### config.mk
export PLATFORM = sky130hd
export DESIGN_NAME = wdt_keyed
export DESIGN_NICKNAME = d
export VERILOG_FILES = /design/src/rtl/wdt_keyed_pkg.sv /design/src/rtl/wdt_keylock.sv /design/src/rtl/wdt_ctrl_regs.sv /design/src/rtl/wdt_counter.sv /design/src/rtl/wdt_keyed.sv
export SDC_FILE = /design/constraint.sdc
export NUM_CORES = 1
export LEC_CHECK = 0
export CAP_MARGIN = 20
export CORE_UTILIZATION = 40
export CTS_BUF_LIST = sky130_fd_sc_hd__clkbuf_16
export DETAILED_ROUTE_END_ITERATION = 10
export DONT_BUFFER_PORTS = 1
export GPL_ROUTABILITY_DRIVEN = 0
export PLACE_DENSITY = 0.65
export REMOVE_ABC_BUFFERS = 1
export SYNTH_ARGS = -nofsm -noshare
export SYNTH_HDL_FRONTEND = slang
export SYNTH_SLANG_ARGS = --single-unit
### constraint.sdc
create_clock -name clk -period 1.3 [get_ports clk]
set_clock_uncertainty 0.15 [all_clocks]
set_input_delay 0.13 -clock clk [delete_from_list [all_inputs] [get_ports clk]]
set_output_delay 0.13 -clock clk [all_outputs]
set_load 0.01 [all_outputs]
### src/rtl/wdt_keyed_pkg.sv
package wdt_keyed_pkg;
  localparam int REG_W = 16;
  localparam logic [1:0] ADDR_PROT = 2'd0;
  localparam logic [1:0] ADDR_CTRL = 2'd1;
  localparam logic [1:0] ADDR_CNT  = 2'd2;
  localparam int RUN_W        = 4;
  localparam int CTRL_CLR_BIT = 4;
  localparam int CTRL_DBG_BIT = 8;

  typedef struct packed {
    logic             dbg_run;
    logic [RUN_W-1:0] run;
  } wdt_ctrl_t;
endpackage

### src/rtl/wdt_keylock.sv
module wdt_keylock #(
  parameter int          KEY_W = 16,
  parameter logic [KEY_W-1:0] KEY = 16'h0096
) (
  input  logic             clk,
  input  logic             rst_n,
  input  logic             prot_wr,
  input  logic [KEY_W-1:0] prot_data,
  output logic             unlocked
);
  logic unlocked_q, unlocked_d;

  always_comb begin
    unlocked_d = unlocked_q;
    if (prot_wr) unlocked_d = (prot_data == KEY);
  end

  always_ff @(posedge clk or negedge rst_n) begin
    if (!rst_n) unlocked_q <= 1'b0;
    else        unlocked_q <= unlocked_d;
  end

  assign unlocked = unlocked_q;

  AST_KEY_OPENS: assert property (@(posedge clk) disable iff (!rst_n)
    (prot_wr && prot_data == KEY) |=> unlocked);
  AST_BADKEY_CLOSES: assert property (@(posedge clk) disable iff (!rst_n)
    (prot_wr && prot_data != KEY) |=> !unlocked);
  AST_LOCK_HOLDS: assert property (@(posedge clk) disable iff (!rst_n)
    !prot_wr |=> $stable(unlocked));
endmodule

### src/rtl/wdt_ctrl_regs.sv
module wdt_ctrl_regs
  import wdt_keyed_pkg::*;
#(
  parameter logic [RUN_W-1:0] STOP_CODE = 4'hA
) (
  input  logic             clk,
  input  logic             rst_n,
  input  logic             ctrl_wr,
  input  logic             unlocked,
  input  logic [RUN_W-1:0] run_in,
  input  logic             clr_in,
  input  logic             dbg_in,
  output wdt_ctrl_t        ctrl,
  output logic             running,
  output logic             clr_req
);
  wdt_ctrl_t ctrl_q, ctrl_d;
  logic      wr_ok;

  assign wr_ok = ctrl_wr && unlocked;

  always_comb begin
    ctrl_d = ctrl_q;
    if (wr_ok) begin
      ctrl_d.run     = run_in;
      ctrl_d.dbg_run = dbg_in;
    end
  end

  always_ff @(posedge clk or negedge rst_n) begin
    if (!rst_n) begin
      ctrl_q.run     <= STOP_CODE;
      ctrl_q.dbg_run <= 1'b0;
    end else begin
      ctrl_q <= ctrl_d;
    end
  end

  assign ctrl    = ctrl_q;
  assign running = (ctrl_q.run != STOP_CODE);
  assign clr_req = wr_ok && clr_in;

  AST_LOCKED_WRITE_IGNORED: assert property (@(posedge clk) disable iff (!rst_n)
    (ctrl_wr && !unlocked) |=> $stable(ctrl));
  AST_UNLOCKED_WRITE_TAKES: assert property (@(posedge clk) disable iff (!rst_n)
    (ctrl_wr && unlocked) |=> (ctrl.run == $past(run_in) && ctrl.dbg_run == $past(dbg_in)));
endmodule

### src/rtl/wdt_counter.sv
module wdt_counter #(
  parameter int CNT_W = 16
) (
  input  logic             clk,
  input  logic             rst_n,
  input  logic             running,
  input  logic             clk_en,
  input  logic             dbg_mode,
  input  logic             dbg_run,
  input  logic             clr_req,
  output logic [CNT_W-1:0] cnt,
  output logic             sys_rst
);
  localparam logic [CNT_W-1:0] CNT_MAX = {CNT_W{1'b1}};

  logic [CNT_W-1:0] cnt_q, cnt_d;
  logic             pulse_q, pulse_d;
  logic             frozen, advance;

  assign frozen  = dbg_mode && !dbg_run;
  assign advance = running && clk_en && !frozen;

  always_comb begin
    cnt_d   = cnt_q;
    pulse_d = 1'b0;
    if (clr_req) begin
      cnt_d = '0;
    end else if (advance) begin
      if (cnt_q == CNT_MAX) begin
        cnt_d   = '0;
        pulse_d = 1'b1;
      end else begin
        cnt_d = cnt_q + 1'b1;
      end
    end
  end

  always_ff @(posedge clk or negedge rst_n) begin
    if (!rst_n) begin
      cnt_q   <= '0;
      pulse_q <= 1'b0;
    end else begin
      cnt_q   <= cnt_d;
      pulse_q <= pulse_d;
    end
  end

  assign cnt     = cnt_q;
  assign sys_rst = pulse_q;

  AST_STOPPED_HOLDS: assert property (@(posedge clk) disable iff (!rst_n)
    (!running && !clr_req) |=> $stable(cnt));
  AST_CLEAR_WINS: assert property (@(posedge clk) disable iff (!rst_n)
    clr_req |=> (cnt == '0 && !sys_rst));
  AST_PULSE_ONE_CYCLE: assert property (@(posedge clk) disable iff (!rst_n)
    sys_rst |=> !sys_rst);
  AST_PULSE_AFTER_WRAP: assert property (@(posedge clk) disable iff (!rst_n)
    sys_rst |-> cnt == '0);
  AST_DEBUG_FREEZE: assert property (@(posedge clk) disable iff (!rst_n)
    (dbg_mode && !dbg_run && !clr_req) |=> $stable(cnt));
  AST_NO_ENABLE_HOLDS: assert property (@(posedge clk) disable iff (!rst_n)
    (!clk_en && !clr_req) |=> $stable(cnt));
endmodule

### src/rtl/wdt_keyed.sv
module wdt_keyed
  import wdt_keyed_pkg::*;
#(
  parameter int               CNT_W     = 16,
  parameter logic [REG_W-1:0] UNLOCK_KEY = 16'h0096,
  parameter logic [RUN_W-1:0] STOP_CODE = 4'hA
) (
  input  logic             clk,
  input  logic             rst_n,
  input  logic             wr_en,
  input  logic [1:0]       wr_addr,
  input  logic [REG_W-1:0] wr_data,
  input  logic [1:0]       rd_addr,
  output logic [REG_W-1:0] rd_data,
  input  logic             clk_en,
  input  logic             dbg_mode,
  output logic             sys_rst
);
  logic [1:0]       rst_sync_q;
  logic             rst_int_n;
  logic             prot_wr, ctrl_wr, unlocked, running, clr_req;
  wdt_ctrl_t        ctrl;
  logic [CNT_W-1:0] cnt;
  logic [REG_W-1:0] cnt_ext;

  always_ff @(posedge clk or negedge rst_n) begin
    if (!rst_n) rst_sync_q <= 2'b00;
    else        rst_sync_q <= {rst_sync_q[0], 1'b1};
  end
  assign rst_int_n = rst_sync_q[1];

  assign prot_wr = wr_en && (wr_addr == ADDR_PROT);
  assign ctrl_wr = wr_en && (wr_addr == ADDR_CTRL);

  wdt_keylock #(.KEY_W(REG_W), .KEY(UNLOCK_KEY)) u_lock (
    .clk(clk), .rst_n(rst_int_n), .prot_wr(prot_wr),
    .prot_data(wr_data), .unlocked(unlocked)
  );

  wdt_ctrl_regs #(.STOP_CODE(STOP_CODE)) u_ctrl (
    .clk(clk), .rst_n(rst_int_n), .ctrl_wr(ctrl_wr), .unlocked(unlocked),
    .run_in(wr_data[RUN_W-1:0]), .clr_in(wr_data[CTRL_CLR_BIT]),
    .dbg_in(wr_data[CTRL_DBG_BIT]), .ctrl(ctrl), .running(running),
    .clr_req(clr_req)
  );

  wdt_counter #(.CNT_W(CNT_W)) u_cnt (
    .clk(clk), .rst_n(rst_int_n), .running(running), .clk_en(clk_en),
    .dbg_mode(dbg_mode), .dbg_run(ctrl.dbg_run), .clr_req(clr_req),
    .cnt(cnt), .sys_rst(sys_rst)
  );

  always_comb begin
    cnt_ext = '0;
    cnt_ext[CNT_W-1:0] = cnt;
  end

  always_comb begin
    rd_data = '0;
    case (rd_addr)
      ADDR_PROT: rd_data[0] = unlocked;
      ADDR_CTRL: begin
        rd_data[RUN_W-1:0]   = ctrl.run;
        rd_data[CTRL_DBG_BIT] = ctrl.dbg_run;
      end
      ADDR_CNT:  rd_data = cnt_ext;
      default:   rd_data = '0;
    endcase
  end

  AST_RESET_IDLE: assert property (@(posedge clk) disable iff (!rst_int_n)
    $rose(rst_int_n) |-> (!unlocked && !sys_rst && cnt == '0));
endmodule

==> results_dict.tcl, run 1 <==
set metrics [dict create \
    status "finished, violations left" \
    violations "hold timing, setup timing" \
    dp_hpwl_um 3565 \
    power_density_mw_per_mm2 876.9 \
    diodes 0 \
    cts_hold_buf 17 \
    tritoncts "built" \
    finalHoldViolCount 1 \
    p_comb_share_pct 30.5 \
    core_mm2 0.003744 \
    synth_edf_count 0 \
    critPathLaunchType "flip-flop" \
    async_flop_share_pct 100.0 \
    clockBufferDepth 2 \
    firstDrtPassIters 4 \
    fin_crit_ns 1.857 \
    cts_buffers 3 \
    rsz0062_at_grt "true" \
    num_io_pins 42 \
    num_vias 1795 \
    mostFrequentLayoutCell "buf_4" \
    end_kind "flip-flop" \
    yosysWarnings 0 \
    yosys.area.top_type_share_pct 35.88 \
    wl_per_cell_um 19.19 \
    synth-seq-cells 25 \
    switching_power_mw 0.6756 \
    seqCellArea_um2 631.9 \
    area_delta_synth_final_pct 65.91 \
    grt_pass1_vias 1923 \
    synth_top_cell_by_area "dfrtp_1" \
    yosysUniqueCellTypes 46 \
    clock_latency_ns 0.26 \
    cts.sinks 25 \
    grt_max_degree 24 \
    multi_input_area_mm2 0.001140 \
    avgViaCountPerCell 5.924 \
    initial_utilization_pct 42.85 \
    p_int_mw 1.658 \
    ant_nets 0 \
    critPathKind "flip-flop to flip-flop" \
    synth_area_mm2 0.001604 \
    syn_area_per_cell_um2 8.961 \
    power.share.clock_pct 29.0 \
    fillers 274 \
    ff2ff_path_depth 5 \
    die_w_um 65.33 \
    peakVddDrop_v 0.0006789 \
    htreeDepth 1 \
    drv_cap 0 \
    drive_gt1_share_pct 47.84 \
    antenna_found_initial 0 \
    port_buffers 0 \
    syn_inst 179 \
    overflow 0 \
    holdPathStages 3 \
    hp-class "primary input to flip-flop" \
    mostFrequentLayoutCells "buf_4 (49), nand2_1 (28), dfrtp_1 (20)" \
    clk_pin_slew_worst_paths_ns 0.06 \
    fp.dieH_um 65.33 \
    synth_area_leaders "dfrtp_1 (36%), nand2_1 (6.6%), and2_1 (4.3%)" \
    p_leak_nw 1.167 \
    tns_ns -8.675 \
    dieArea_mm2 0.004267 \
    drtIter0Drc 90 \
    preCtsSetupSlack_ns -0.6017 \
    crit_arrival_ns 1.89 \
    stdcell_count 303 \
    drcViolationCount 0 \
    finalCritPeriodShare_pct 142.8 \
    drv_slew 0 \
    setup_viol 24 \
    crit_required_ns 1.33 \
    setup_ws_ns -0.5569 \
    power_frac_seq_pct 40.5 \
    root_buffer "clkbuf_16" \
    clock.fmax_ghz 0.5385 \
    grt_pass1_wl_um 8611 \
    p_total_mw 2.334 \
    hold_ws_ns -0.05251 \
    ys_seq_area_share_pct 39.16 \
    dp_cells 268 \
    synthFlopType "dfrtp_1" \
    sw_frac_of_total_pct 28.95 \
    fp-row-count 22 \
    cp_max_fo 5 \
    routed_wl_um 5815 \
    grt.total_usage_pct 26.40 \
    layout.nets 286 \
]
[area by class of cell]
| cell class | instances | area share, % |
|---|---|---|
| well taps | 48 | 2.257 |
| clock buffers | 3 | 2.821 |
| clock inverters | 1 | 0.1410 |
| flip-flops and latches | 25 | 23.74 |
| multi-input cells | 141 | 42.83 |
| repair buffers | 82 | 27.79 |
| inverters | 3 | 0.4231 |
[repair_timing]
item,in CTS,in global routing
endpoints found under the setup margin,23,29
gates resized for setup,36,42
pin swaps,7,24
buffers inserted,5,12
hold endpoints to repair,8,1
[critical path, cell delays in order, from the launching register on]
cell and delay [ns]:
dfrtp_2 0.42, ha_4 0.17, nand2_1 0.07, or2_4 0.29, or4_4 0.53, a21oi_2 0.16
[stage by stage]
step	hold WS (ns)	area, um^2	utilization, %
2_1_floorplan	-0.3156	1534	-
3_3_place_gp	-0.3155	1977	52.81
3_5_place_dp	-0.3155	1977	52.81
4_1_cts	-0.05719	2412	64.44
5_1_grt	-0.05231	2661	71.09
6_report	-0.05251	2661	71.09
[path summary, 6_finish.rpt]
kind	startpoint	slack [ns]	to
max	u_cnt.cnt[1]	-0.56	u_cnt.cnt[10]
min reg2reg	rst_sync_q[1]	0.09	u_cnt.sys_rst
max in group asynchronous	rst_n	0.39	rst_sync_q[0]
max reg2reg	u_cnt.cnt[1]	-0.56	u_cnt.cnt[10]
min in group asynchronous	rst_sync_q[1]	0.09	u_cnt.sys_rst
min	wr_data[6]	-0.05	u_lock.unlocked
[per-layer routing]
metal / track usage (%) / share of wire (%)
met2: 50.26 / 54
met4: 9.239 / 2.8
met5: 0 / 0
met1: 28.17 / 38
met3: 5.729 / 5.2
[kinds of logic (layout without fill, tap and decap cells)]
group / after synthesis / in the layout / share of synthesized area, %
simple gates: 101 / 101 / 36.51
mux: 4 / 4 / 2.496
compound gates: 29 / 29 / 12.09
fa+ha+maj: 5 / 5 / 3.900
buf+inv: 13 / 89 / 5.070
flops: 25 / 25 / 39.16
other cells: 1 / 1 / 0.2338
xor+xnor: 1 / 1 / 0.5461
[sequential cells by signal, summed over array words and instances, names as in the netlist]
signal / flops
u_cnt.cnt: 16
u_cnt.sys_rst: 1
u_ctrl.ctrl: 5
rst_sync_q: 2
u_lock.unlocked: 1
[Yosys cell counts (2+ instances only)]
library cell and instances:
nand3_1 6, nand4_1 10, dfrtp_1 23, o21ai_0 6
or2_2 2, buf_6 4, nor2b_1 4, a22oi_1 4
nor3_1 5, and4b_1 2, or4_1 6, nand2_1 28
mux2i_1 4, clkbuf_2 2, or2_1 2, inv_1 3
nand4b_1 2, nor2_1 4, ha_1 5, and2_1 11
nor4_1 6, clkbuf_1 4, dfstp_2 2, nand2b_1 4
a21oi_1 7, o31ai_1 3
[power by group through the flow]
stage               clock, mW  sequential (mW)  combinational [mW]
floorplan                   0            0.939               0.182
global placement            0            0.908               0.443
detailed placement          0            0.916               0.456
CTS                     0.684            0.902               0.582
global route            0.737            0.949               0.770
finish                  0.677            0.944               0.713
Note: power is estimated with default switching activity, not from simulation.
==> inputs of run 2 (changes only) <==
PLACE_DENSITY = default   (was 0.65)
==> run 2 against run 1 <==
Compared with the run above:
- routed wire length fell by 7.2%
- worst setup slack gained 0.056 ns
- via count down 1.1%
- clock-buffer cell count is the same
- first-iteration DRC count grew 20%
- flip-flop and latch count unchanged
- final cell count shrank 2.3%
- global-route usage is 0.13 points lower
- maximum frequency rose by 3.1%
- non-clock buffer count shrank 7
- sequential share of layout area increased by 0.43 points
- highest routed layer unchanged
- the run still ends with hold timing, setup timing left
- register-to-register slack improved by 0.06 ns
==> results_dict.tcl, run 2 (synthesis gave the netlist of run 1 again) <==
set metrics [dict create \
    violations "hold timing, setup timing" \
    area_delta_synth_final_pct 62.01 \
    end_kind "flip-flop" \
    dp_hpwl_um 3487 \
    hold_ws_ns -0.06423 \
    timing.rr.end "u_cnt.cnt[15]" \
    ff2ff_path_depth 4 \
    wl_per_cell_um 18.24 \
    clock.fmax_ghz 0.5554 \
    grt_pass1_wl_um 8562 \
    critPathLaunchType "flip-flop" \
    critPathKind "flip-flop to flip-flop" \
    drive_gt1_share_pct 45.56 \
    grt_max_degree 24 \
    cp_max_fo 3 \
    p_total_mw 2.283 \
    overflow 0 \
    drtIter0Drc 108 \
    drv_slew 0 \
    min-delay-start "wr_data[15]" \
    cts_hold_buf 12 \
    fin_crit_ns 1.801 \
    peakVddDrop_v 0.0005160 \
    final_util_pct 69.42 \
    num_io_pins 42 \
    diodes 0 \
    hp-class "primary input to flip-flop" \
    initial_utilization_pct 42.85 \
    r2r-start "u_cnt.cnt[9]" \
    startpoint "u_cnt.cnt[9]" \
    fillers 282 \
    fp-row-count 22 \
    root_buffer "clkbuf_16" \
    ant_nets 0 \
    power_density_mw_per_mm2 878.4 \
    rsz0062_at_grt "true" \
    holdPathEnd "u_lock.unlocked" \
    routed_wl_um 5398 \
    tritoncts "built" \
    clk_pin_slew_worst_paths_ns 0.07 \
    num_vias 1775 \
    finalCritPeriodShare_pct 138.5 \
    clock_latency_ns 0.26 \
    port_buffers 0 \
    avgViaCountPerCell 5.997 \
    largest_reg_flops 16 \
    finalHoldViolCount 1 \
    r2r_slack_ns -0.50 \
    mostFrequentLayoutCells "buf_4 (45), nand2_1 (28), dfrtp_1 (23)" \
    mostFrequentLayoutCell "buf_4" \
    p_leak_nw 1.123 \
    antenna_found_initial 0 \
    setup_viol 24 \
    status "finished, violations left" \
    drv_cap 0 \
    clockBufferDepth 2 \
    fp.dieH_um 65.33 \
    place_area_mm2 0.001959 \
    layout.nets 279 \
    drcViolationCount 0 \
    die_w_um 65.33 \
    grt.total_usage_pct 26.27 \
    cts.sinks 25 \
    holdPathStages 3 \
    htreeDepth 1 \
    dieArea_mm2 0.004267 \
    setup_ws_ns -0.5005 \
    crit_required_ns 1.30 \
    cts_buffers 3 \
    core_mm2 0.003744 \
    grt_pass1_vias 1778 \
    firstDrtPassIters 4 \
    fin_area_mm2 0.002599 \
    crit_arrival_ns 1.80 \
]
## run 2: changes by cell type in the layout (fill, tap and decap cells not counted), moves of 3 or more
| cell | change |
|---|---|
| dlygate4sd3_1 | -3 |
| buf_4 | -4 |
| dfrtp_2 | -3 |
| dfrtp_1 | +3 |
| nand3_2 | -3 |
## run 2: metrics by stage
stage / worst slack (ns) / hold WS (ns) / TNS, ns / instances
5_1_grt: -0.5645 / -0.03184 / -9.327 / 296
2_1_floorplan: -0.4983 / -0.3156 / -5.353 / 169
4_1_cts: -0.5065 / -0.07214 / -7.168 / 288
6_report: -0.5005 / -0.06423 / -7.847 / 296
3_3_place_gp: -0.4605 / -0.3155 / -6.510 / 264
3_5_place_dp: -0.5321 / -0.3155 / -7.371 / 264
## run 2: worst max path at each step
| stage | endpoint | slack (ns) | cells past startpoint |
|---|---|---|---|
| floorplan | u_cnt.cnt[15] | -0.50 | 4 |
| global placement | u_cnt.cnt[15] | -0.46 | 4 |
| detailed placement | u_cnt.cnt[10] | -0.53 | 5 |
| CTS | u_cnt.cnt[15] | -0.51 | 5 |
| global route | u_cnt.cnt[15] | -0.56 | 4 |
| finish | u_cnt.cnt[15] | -0.50 | 4 |
## run 2: cell type report
type	count	area, um^2	share of cell area, %
clock inverter	1	3.754	0.1444
sequential	25	628.1	24.17
tap	48	60.06	2.311
inverter	3	11.26	0.4333
timing repair buffer	75	676.9	26.05
clock buffer	3	75.07	2.889
multi-input combinational	141	1144	44.01
## run 2: repair_timing
action,in CTS,in global routing
endpoints found under the hold margin,8,1
pin swaps,22,19
buffers inserted,8,8
endpoints found under the setup margin,23,28
resized for setup,50,22
## run 2: power by group
| group | switching, mW | internal [mW] | total (mW) |
|---|---|---|---|
| registers | 0.0849 | 0.843 | 0.928 |
| logic | 0.300 | 0.368 | 0.669 |
| clock network | 0.275 | 0.412 | 0.686 |
| total | 0.660 | 1.62 | 2.28 |
## run 2: worst max-delay path, cell delays in order (launching register included)
cell      delay, ns
dfrtp_1        0.39
nand4_1        0.21
or4_4          0.55
o2111a_1       0.16
a211o_1        0.23
## run 2: per-layer routing
metal	track usage, %	share of wire [%]	up-vias	wire length [um]
met5	0	0	-	0
met4	9.511	3.4	0	182
met3	4.167	6.1	23	331
met2	44.20	51	82	2738
met1	33.81	40	870	2146
li1	-	-	800	-
